## src/rtl/ivu_pkg.sv

```systemverilog
package ivu_pkg;

  localparam int unsigned REG_AW     = 4;
  localparam int unsigned DATA_W     = 32;
  localparam int unsigned CH_FIELD_W = 3;

  localparam int unsigned VEC_TX_CH   = 0;
  localparam int unsigned VEC_RX_CH   = 8;
  localparam int unsigned VEC_TX_FLAG = 16;
  localparam int unsigned VEC_RX_FLAG = 17;
  localparam int unsigned VEC_HOST    = 18;
  localparam int unsigned VEC_STAT    = 19;

  typedef enum logic [REG_AW-1:0] {
    A_TX_SET  = 4'd0,
    A_TX_CLR  = 4'd1,
    A_RX_SET  = 4'd2,
    A_RX_CLR  = 4'd3,
    A_ERR_SET = 4'd4,
    A_ERR_CLR = 4'd5,
    A_VECTOR  = 4'd6,
    A_EOI     = 4'd7
  } reg_addr_e;

  // index of the lowest set bit, 0 when none is set
  function automatic logic [4:0] lowest_set(input logic [31:0] v);
    logic [4:0] r;
    r = '0;
    for (int i = 31; i >= 0; i--) begin
      if (v[i]) r = 5'(i);
    end
    return r;
  endfunction

  function automatic logic [DATA_W-1:0] pack_vector(
    input logic                  tx_any,
    input logic [CH_FIELD_W-1:0] tx_ch,
    input logic                  rx_any,
    input logic [CH_FIELD_W-1:0] rx_ch,
    input logic                  host,
    input logic                  stat
  );
    logic [DATA_W-1:0] v;
    v = '0;
    v[VEC_TX_CH +: CH_FIELD_W] = tx_any ? tx_ch : '0;
    v[VEC_RX_CH +: CH_FIELD_W] = rx_any ? rx_ch : '0;
    v[VEC_TX_FLAG] = tx_any;
    v[VEC_RX_FLAG] = rx_any;
    v[VEC_HOST]    = host;
    v[VEC_STAT]    = stat;
    return v;
  endfunction

endpackage

```

## src/rtl/ivu_regs.sv

```systemverilog
module ivu_regs
  import ivu_pkg::*;
#(
  parameter int unsigned NCH  = 8,
  parameter int unsigned NERR = 2
) (
  input  logic              clk,
  input  logic              rst_n,
  input  logic              wr_en,
  input  logic [REG_AW-1:0] wr_addr,
  input  logic [DATA_W-1:0] wr_data,
  output logic [NCH-1:0]    tx_en,
  output logic [NCH-1:0]    rx_en,
  output logic [NERR-1:0]   err_en,
  output logic [NCH-1:0]    tx_clr,
  output logic [NCH-1:0]    rx_clr,
  output logic [NERR-1:0]   err_clr,
  output logic              eoi_wr
);

  logic [NCH-1:0]  tx_set, rx_set;
  logic [NERR-1:0] err_set;

  function automatic logic hit(input logic we, input logic [REG_AW-1:0] a,
                               input reg_addr_e target);
    return we && (a == target);
  endfunction

  assign tx_set  = hit(wr_en, wr_addr, A_TX_SET)  ? wr_data[NCH-1:0]  : '0;
  assign tx_clr  = hit(wr_en, wr_addr, A_TX_CLR)  ? wr_data[NCH-1:0]  : '0;
  assign rx_set  = hit(wr_en, wr_addr, A_RX_SET)  ? wr_data[NCH-1:0]  : '0;
  assign rx_clr  = hit(wr_en, wr_addr, A_RX_CLR)  ? wr_data[NCH-1:0]  : '0;
  assign err_set = hit(wr_en, wr_addr, A_ERR_SET) ? wr_data[NERR-1:0] : '0;
  assign err_clr = hit(wr_en, wr_addr, A_ERR_CLR) ? wr_data[NERR-1:0] : '0;
  assign eoi_wr  = hit(wr_en, wr_addr, A_EOI);

  always_ff @(posedge clk) begin
    if (!rst_n) begin
      tx_en  <= '0;
      rx_en  <= '0;
      err_en <= '0;
    end else begin
      tx_en  <= (tx_en  | tx_set)  & ~tx_clr;
      rx_en  <= (rx_en  | rx_set)  & ~rx_clr;
      err_en <= (err_en | err_set) & ~err_clr;
    end
  end

  AST_CLR_DISABLES: assert property (@(posedge clk) disable iff (!rst_n)
    (tx_clr != '0) |=> ((tx_en & $past(tx_clr)) == '0));

endmodule

```

## src/rtl/ivu_src_bank.sv

```systemverilog
module ivu_src_bank
  import ivu_pkg::*;
#(
  parameter int unsigned N = 8
) (
  input  logic         clk,
  input  logic         rst_n,
  input  logic [N-1:0] evt,
  input  logic [N-1:0] en,
  input  logic [N-1:0] clr,
  output logic [N-1:0] pend,
  output logic         any,
  output logic [4:0]   first
);

  logic [31:0] pend_ext;

  for (genvar i = 0; i < N; i++) begin : g_src
    always_ff @(posedge clk) begin
      if (!rst_n)          pend[i] <= 1'b0;
      else if (clr[i])     pend[i] <= 1'b0;
      else if (evt[i] && en[i]) pend[i] <= 1'b1;
    end
  end

  always_comb begin
    pend_ext = '0;
    pend_ext[N-1:0] = pend;
  end

  assign any   = |pend;
  assign first = lowest_set(pend_ext);

  AST_PEND_FROM_EVENT: assert property (@(posedge clk) disable iff (!rst_n)
    (pend & ~$past(pend) & ~$past(evt & en)) == '0);

  AST_NO_PEND_WHEN_OFF: assert property (@(posedge clk) disable iff (!rst_n)
    (pend & ~en) == '0);

endmodule

```

## src/rtl/ivu_irq_ctl.sv

```systemverilog
module ivu_irq_ctl (
  input  logic clk,
  input  logic rst_n,
  input  logic any_pend,
  input  logic eoi,
  output logic irq
);

  always_ff @(posedge clk) begin
    if (!rst_n)   irq <= 1'b0;
    else if (eoi) irq <= 1'b0;
    else          irq <= irq | any_pend;
  end

  AST_EOI_DROPS: assert property (@(posedge clk) disable iff (!rst_n)
    eoi |=> !irq);

  AST_IRQ_HELD: assert property (@(posedge clk) disable iff (!rst_n)
    (irq && !eoi) |=> irq);

  AST_IRQ_CAUSE: assert property (@(posedge clk) disable iff (!rst_n)
    $rose(irq) |-> $past(any_pend));

  AST_IDLE_STAYS_LOW: assert property (@(posedge clk) disable iff (!rst_n)
    (!irq && !any_pend) |=> !irq);

endmodule

```

## src/rtl/irq_vector_unit.sv

```systemverilog
module irq_vector_unit
  import ivu_pkg::*;
#(
  parameter int unsigned NCH = 8
) (
  input  logic              clk,
  input  logic              rst_n,
  input  logic [NCH-1:0]    tx_evt,
  input  logic [NCH-1:0]    rx_evt,
  input  logic              host_err,
  input  logic              stat_err,
  input  logic              wr_en,
  input  logic [REG_AW-1:0] wr_addr,
  input  logic [DATA_W-1:0] wr_data,
  input  logic [REG_AW-1:0] rd_addr,
  output logic [DATA_W-1:0] rd_data,
  output logic              irq
);

  localparam int unsigned NERR = 2;

  logic [NCH-1:0]  tx_en, rx_en, tx_clr, rx_clr, tx_pend, rx_pend;
  logic [NERR-1:0] err_en, err_clr, err_pend;
  logic            eoi_wr, tx_any, rx_any, err_any, any_pend;
  logic [4:0]      tx_first, rx_first, err_first;
  logic [DATA_W-1:0] vec;

  ivu_regs #(.NCH(NCH), .NERR(NERR)) u_regs (
    .clk(clk), .rst_n(rst_n), .wr_en(wr_en), .wr_addr(wr_addr),
    .wr_data(wr_data), .tx_en(tx_en), .rx_en(rx_en), .err_en(err_en),
    .tx_clr(tx_clr), .rx_clr(rx_clr), .err_clr(err_clr), .eoi_wr(eoi_wr)
  );

  ivu_src_bank #(.N(NCH)) u_tx (
    .clk(clk), .rst_n(rst_n), .evt(tx_evt), .en(tx_en), .clr(tx_clr),
    .pend(tx_pend), .any(tx_any), .first(tx_first)
  );

  ivu_src_bank #(.N(NCH)) u_rx (
    .clk(clk), .rst_n(rst_n), .evt(rx_evt), .en(rx_en), .clr(rx_clr),
    .pend(rx_pend), .any(rx_any), .first(rx_first)
  );

  // bit 0 = host error, bit 1 = status error
  ivu_src_bank #(.N(NERR)) u_err (
    .clk(clk), .rst_n(rst_n), .evt({stat_err, host_err}), .en(err_en),
    .clr(err_clr), .pend(err_pend), .any(err_any), .first(err_first)
  );

  assign any_pend = tx_any | rx_any | err_any;

  ivu_irq_ctl u_irq (
    .clk(clk), .rst_n(rst_n), .any_pend(any_pend), .eoi(eoi_wr), .irq(irq)
  );

  assign vec = pack_vector(tx_any, tx_first[CH_FIELD_W-1:0],
                           rx_any, rx_first[CH_FIELD_W-1:0],
                           err_pend[0], err_pend[1]);

  always_comb begin
    rd_data = '0;
    case (rd_addr)
      A_TX_SET:  rd_data[NCH-1:0]  = tx_en;
      A_RX_SET:  rd_data[NCH-1:0]  = rx_en;
      A_ERR_SET: rd_data[NERR-1:0] = err_en;
      A_VECTOR:  rd_data           = vec;
      default:   rd_data           = '0;
    endcase
  end

  AST_TX_LOWEST: assert property (@(posedge clk) disable iff (!rst_n)
    vec[VEC_TX_FLAG] |-> (tx_pend[vec[VEC_TX_CH +: CH_FIELD_W]] &&
      ((tx_pend & ((NCH'(1) << vec[VEC_TX_CH +: CH_FIELD_W]) - NCH'(1))) == '0)));

  AST_RX_LOWEST: assert property (@(posedge clk) disable iff (!rst_n)
    vec[VEC_RX_FLAG] |-> (rx_pend[vec[VEC_RX_CH +: CH_FIELD_W]] &&
      ((rx_pend & ((NCH'(1) << vec[VEC_RX_CH +: CH_FIELD_W]) - NCH'(1))) == '0)));

  AST_ERR_GATED: assert property (@(posedge clk) disable iff (!rst_n)
    (vec[VEC_HOST] |-> err_en[0]) and (vec[VEC_STAT] |-> err_en[1]));

  AST_IRQ_NEEDS_PEND: assert property (@(posedge clk) disable iff (!rst_n)
    (!irq && !eoi_wr && any_pend) |=> irq);

endmodule

```

## config.mk

```make
export PLATFORM = sky130hd
export DESIGN_NAME = irq_vector_unit
export DESIGN_NICKNAME = d
export VERILOG_FILES = /design/src/rtl/ivu_pkg.sv /design/src/rtl/ivu_regs.sv /design/src/rtl/ivu_src_bank.sv /design/src/rtl/ivu_irq_ctl.sv /design/src/rtl/irq_vector_unit.sv
export SDC_FILE = /design/constraint.sdc
export NUM_CORES = 1
export LEC_CHECK = 0
export ABC_AREA = 1
export BUFFER_PORTS_ARGS = -buffer_cell sky130_fd_sc_hd__buf_2
export CORE_ASPECT_RATIO = 1.2
export CORE_MARGIN = 2
export CORE_UTILIZATION = 46
export DETAILED_ROUTE_END_ITERATION = 6
export MAX_ROUTING_LAYER = met4
export PLACE_DENSITY = 0.8
export SETUP_SLACK_MARGIN = 0.15
export SYNTH_ARGS = -nofsm -noshare
export SYNTH_HDL_FRONTEND = slang
export SYNTH_SLANG_ARGS = --single-unit
```

## constraint.sdc

```tcl
create_clock -name clk -period 1.1 [get_ports clk]
set_input_delay 0.11 -clock clk [delete_from_list [all_inputs] [get_ports clk]]
set_output_delay 0.11 -clock clk [all_outputs]
set_load 0.01 [all_outputs]
```

Word level (Yosys, flattened, before mapping)
Cells that the tools add are included.
{"block": "op_classes", "n_eq_ne": 9, "muxes": 27, "bitwise_logic": 13, "n_reduce_logical": 49}
{"op": "$mux W3", "n": 18}
{"op": "$reduce_or A2 Y1", "n": 20}
{"op": "$mux W8", "n": 4}
{"op": "$logic_and A1 B1 Y1", "n": 25}
{"op": "$eq A4 B3 Y1 const B", "n": 5}
{"op": "$pmux W6 S3", "n": 1}
{"op": "$and A8 B8 Y8", "n": 2}
{"op": "$not A8 Y8", "n": 2}
{"op": "$or A8 B8 Y8", "n": 2}
{"op": "$reduce_or A8 Y1", "n": 2}
{"op": "$eq A4 B2 Y1 const B", "n": 3}
{"op": "$mux W12", "n": 1}
{"op": "$logic_not A4 Y1", "n": 2}
{"op": "$pmux W2 S4", "n": 1}
{"op": "$eq A4 B1 Y1 const B", "n": 1}
{"op": "$mux W2", "n": 2}
{"op": "$or A1 B1 Y1", "n": 3}
{"op": "$and A2 B2 Y2", "n": 1}
{"op": "$not A2 Y2", "n": 1}
{"op": "$or A2 B2 Y2", "n": 1}
{"op": "$not A1 Y1", "n": 1}
{"block": "totals", "reg_bits": 37, "input_bits": 61, "out_inout_bits": 33, "elab_cells": 120}

Longest topological paths before layout
{"block": "depth", "word_depth": 10, "depth_mapped": 9, "ltp_nobuf": 9}

Modules after synthesis
Synthesis repeated with hierarchy kept, for this count alone.
{"block": "hier_totals", "hier_cells": 367, "area_unflattened_um2": 2307.2}
{"mod": "ivu_regs", "instances": 1, "cells_per_inst": 158, "area_each_um2": 972.2, "seq_area_each_um2": 360.3}
{"mod": "ivu_src_bank (u_rx ...)", "instances": 2, "cells_per_inst": 50, "area_each_um2": 361.6, "seq_area_each_um2": 160.2}
{"mod": "irq_vector_unit", "instances": 1, "cells_per_inst": 85, "area_each_um2": 451.7, "seq_area_each_um2": 0.0}
{"mod": "ivu_src_bank (u_err)", "instances": 1, "cells_per_inst": 19, "area_each_um2": 125.1, "seq_area_each_um2": 40.0}
{"mod": "ivu_irq_ctl", "instances": 1, "cells_per_inst": 5, "area_each_um2": 35.0, "seq_area_each_um2": 20.0}

Worst setup path before layout
OpenSTA, ideal clock, no wires.
{"block": "synth_timing", "kind": "flip-flop to flip-flop", "startpoint": "register u_tx.pend[2]", "endpoint": "register u_irq.irq", "setup_time_ns": 0.115, "arrival_ns": 0.879, "required_time_ns": 0.985, "path_slack_ns": 0.105, "stages_incl_launch_ff": 7, "path_buffers": 0, "period_less_slack_ns": 0.995, "path_cell_list": "dfxtp_1 > nor2_1 > nand2_1 > nor2_1 > nand2_1 > o21ai_0 > inv_1"}
{"block": "synth_between", "elab_chain_cells": 4}
{"item": "start: declaration", "line_no": "ivu_src_bank.sv:11", "text": "output logic [N-1:0] pend,"}
{"item": "start signal: indexed assignment", "line_no": "ivu_src_bank.sv:20", "text": "if (!rst_n) pend[i] <= 1'b0;"}
{"item": "start signal: indexed assignment", "line_no": "ivu_src_bank.sv:21", "text": "else if (clr[i]) pend[i] <= 1'b0;"}
{"item": "start signal: indexed assignment", "line_no": "ivu_src_bank.sv:22", "text": "else if (evt[i] && en[i]) pend[i] <= 1'b1;"}
{"item": "$reduce_or A8 Y1", "line_no": "ivu_src_bank.sv:31", "text": "assign any = |pend;"}
{"item": "$or A1 B1 Y1 (2 in a row)", "line_no": "irq_vector_unit.sv:50", "text": "assign any_pend = tx_any | rx_any | err_any;"}
{"item": "$or A1 B1 Y1", "line_no": "ivu_irq_ctl.sv:12", "text": "else irq <= irq | any_pend;"}
{"item": "end signal: assignment", "line_no": "ivu_irq_ctl.sv:12"}
{"item": "end: declaration", "line_no": "ivu_irq_ctl.sv:6", "text": "output logic irq"}
No other way between the ends.
A chain may end at the register's enable or synchronous reset.

Final worst setup path
{"block": "layout_timing", "startpoint": "register u_tx.pend[4]", "endpoint": "output rd_data[0]"}
{"block": "layout_between", "elab_chain_cells": 7, "word_cells_on_any_way": 8, "classes_between": "7 x mux; 1 x reduce/logical"}
{"item": "$mux W3 (5 in a row)", "line_no": "ivu_pkg.sv:30", "text": "if (v[i]) r = 5'(i);"}
{"item": "$mux W3 *", "line_no": "ivu_pkg.sv:45", "text": "v[VEC_TX_CH +: CH_FIELD_W] = tx_any ? tx_ch : '0;"}
{"item": "$pmux W2 S4 *", "line_no": "irq_vector_unit.sv:62", "text": "case (rd_addr)"}
{"item": "end: declaration", "line_no": "irq_vector_unit.sv:16", "text": "output logic [DATA_W-1:0] rd_data,"}
Mark *: on every way between the ends. The rest lies on a longest branch, timed or not.

==> impl_results.md <==
* DIE AREA at around 4800 µm²
* Post-Route WL at approximately 5.0 mm
* WP data required at around 1 ns
* Clock Path Buffers at 2
* P per Cell Area at 1090 nW/µm²
* Reg2Reg Depth at 8
* Reg-to-Reg End: u_irq.irq
* Drt wl/cell at 12.1 µm
* Fillers at 343
* DRT Pass-1 Iters at 4
* Via count at 2052
* DR iter-0 viols at 95
* IO buf count at 52
* Worst hold start: tx_evt[3]
* Startpoint types: flip-flop
* Fin crit period at 1.39 ns
* Vias/cell at around 5
* M3 GR Usage at 0.0448
* Critical Path End Type: primary output
* Number of global-route vias before repair at 1860
* CTS tree: yes
* Antenna Nets Post-Route at 0
* Die Y at 75.1 µm
* Dpl hpwl at 3.63 mm
* Cell Area, Synth at 1940 µm²
* Finished Cell Area at 2720 µm²
* Tcrit/Tclk final at 1.26
* Most frequent cells in the layout: 50 x buf_2, 36 x nor2_1, 36 x a21oi_1
* Initial Utilization at 0.484
* IO Count at 94
* Gr usage total at 0.224
* Synth area leader: dfxtp_1
* Avg Cell Area, Syn at 7.10 µm²
* CTS buffer count at 5
* Arr. time, crit path at 1.28 ns
* Met2 usage in global routing at 0.387
* Final hold violation count at 0
* RSZ-0062 raised after global routing: true
* Layout cells sized above 1 at 0.466
* Synth Instances at 273
* Min-Delay Path Depth at 3
* Outcome: finished with violations
* DR DRC count at 0
* Initial antenna violation count at 0
* Setup crit start: u_tx.pend[4]
* Net count, final at 418
* Clk sinks at 37
* GR Util met1 at 0.257
* Placeable Area at 4000 µm²
* Top cells by area, synth: dfxtp_1 38%, a21oi_1 9.6%, nor2_1 8.3%
* Area Overhead vs Synth at 40.3%
* Core Rows at 25
* H-Tree Depth at 2
* Placer Congestion at 0.894
* Most used routing layer: met2
* Hold Path End: u_tx.pend[3]
* Grt ovf at 0
* Register area share after synthesis at 0.382
* Final setup fails at 9
* Pleak at 0.00126 µW
* CTS root buffer: clkbuf_8
* Power consumption at 2960 µW
* Synthesized flop and latch total at 37
* Maximum vdd drop at 1.10 mV
* Clock Skew at approximately 0.0039 ns
* Yosys cell types at 24
* Largest net degree at the start of global routing at 20
* Max-slew violations at 0
* Worst R2R Start: u_rx.pend[7]
* Failing checks: negative setup slack
* Hold Crit Class: input port to flip-flop
* Die Wd at 63.3 µm
* First-pass GRT wire length at 8.07 mm
* Syn. warnings at 0
* Max-cap viol count at 0
* Placement Cell Area at 2320 µm²
* Setup ws final at -0.290 ns
* WS Path Type: flip-flop to primary output
* Max FO, Critical Path at 2
* Setup_tns at -1.99 ns
* Reg clk slew, reported paths at 0.07 ns
* Highest clock rate at 720 MHz
* Synth top area share at 0.382
* Hold-fix buffers at CTS at 0
* Most common cell after layout, fill and taps aside: buf_2
* Ant. Diodes at 0
* Flop2flop setup slack at -0.08 ns
* Clock latency at the later pin of the worst-skew pair at 0.29 ns
-- worst max path at each step --
stage / slack, ns / endpoint
after floorplan: 0.12 / rd_data[10]
after global placement: -0.04 / u_irq.irq
after detailed placement: -0.07 / u_irq.irq
after CTS: -0.29 / rd_data[0]
after global routing: -0.35 / rd_data[0]
final: -0.29 / rd_data[0]
-- synth_stat cells --
library cell,n
buf_4,18
o21a_1,1
o21ai_0,16
nand3_2,1
nand3_1,21
clkbuf_2,2
o21ai_2,8
nand2_4,2
dfxtp_1,37
nand4_1,7
nand2_1,28
conb_1,1
a31oi_1,1
and3_1,1
nor3_2,1
nor2_2,2
a21oi_1,37
nor2_1,43
nor3_1,3
nor3_4,1
nand3_4,1
nor2_8,1
o211ai_1,1
inv_1,39
-- area by class of cell --
| type | instances | area [µm²] | area share |
|---|---|---|---|
| timing repair buffer | 81 | 514 | 0.189 |
| clock buffer | 7 | 86.3 | 0.0318 |
| inverter | 39 | 149 | 0.0548 |
| sequential | 37 | 771 | 0.283 |
| tap | 54 | 67.6 | 0.0249 |
| clock inverter | 1 | 30.0 | 0.0110 |
| multi-input combinational | 193 | 1100 | 0.405 |
-- state kept, by name, indices dropped and copies added, names as in the netlist --
register       count
u_tx.pend          8
u_err.pend         2
u_irq.irq          1
u_rx.pend          8
u_regs.rx_en       8
u_regs.tx_en       8
u_regs.err_en      2
-- where the power goes --
group	switching [µW]	leakage, µW	internal (µW)
Sequential	13.7	0.000311	1360
Combinational	233	0.000891	147
Clock	470	0.0000585	739
Total	717	0.00126	2240
-- critical path, stage by stage, from the launching register on --
cell and delay, ns:
dfxtp_2 0.33, nor2_1 0.14, nand2_1 0.10, nor2_2 0.12, nor3_1 0.06, nand2_1 0.07
nand2_1 0.05, buf_2 0.13
-- layer usage --
layer,up-vias,part of all wire
met1,933,0.41
met4,0,0.023
li1,1028,-
met2,78,0.51
met3,13,0.054
met5,-,0
-- repair_timing --
item                                   4_1_cts  5_1_grt
pin swaps                                   22        9
endpoints found under the hold margin        0        0
buffers inserted                            11        2
setup endpoints to repair                   16       16
resized for setup                           68       13
-- logic make-up after synthesis --
logic type,share of synthesized area
buffers and inverters,0.150
AND/OR/NAND/NOR,0.281
flip-flops,0.382
AO/OA/AOI/OAI,0.184
other,0.00193
-- metrics by stage --
step	util	setup slack, ns	cells	hold WS, ns
floorplan	-	0.121	289	0.253
global placement	0.579	-0.0426	391	0.350
detailed placement	0.579	-0.0725	391	0.359
CTS	0.662	-0.286	410	0.0533
global route	0.679	-0.353	412	0.0576
finish	0.679	-0.290	412	0.0537
Power figures use the tool's default switching activity.
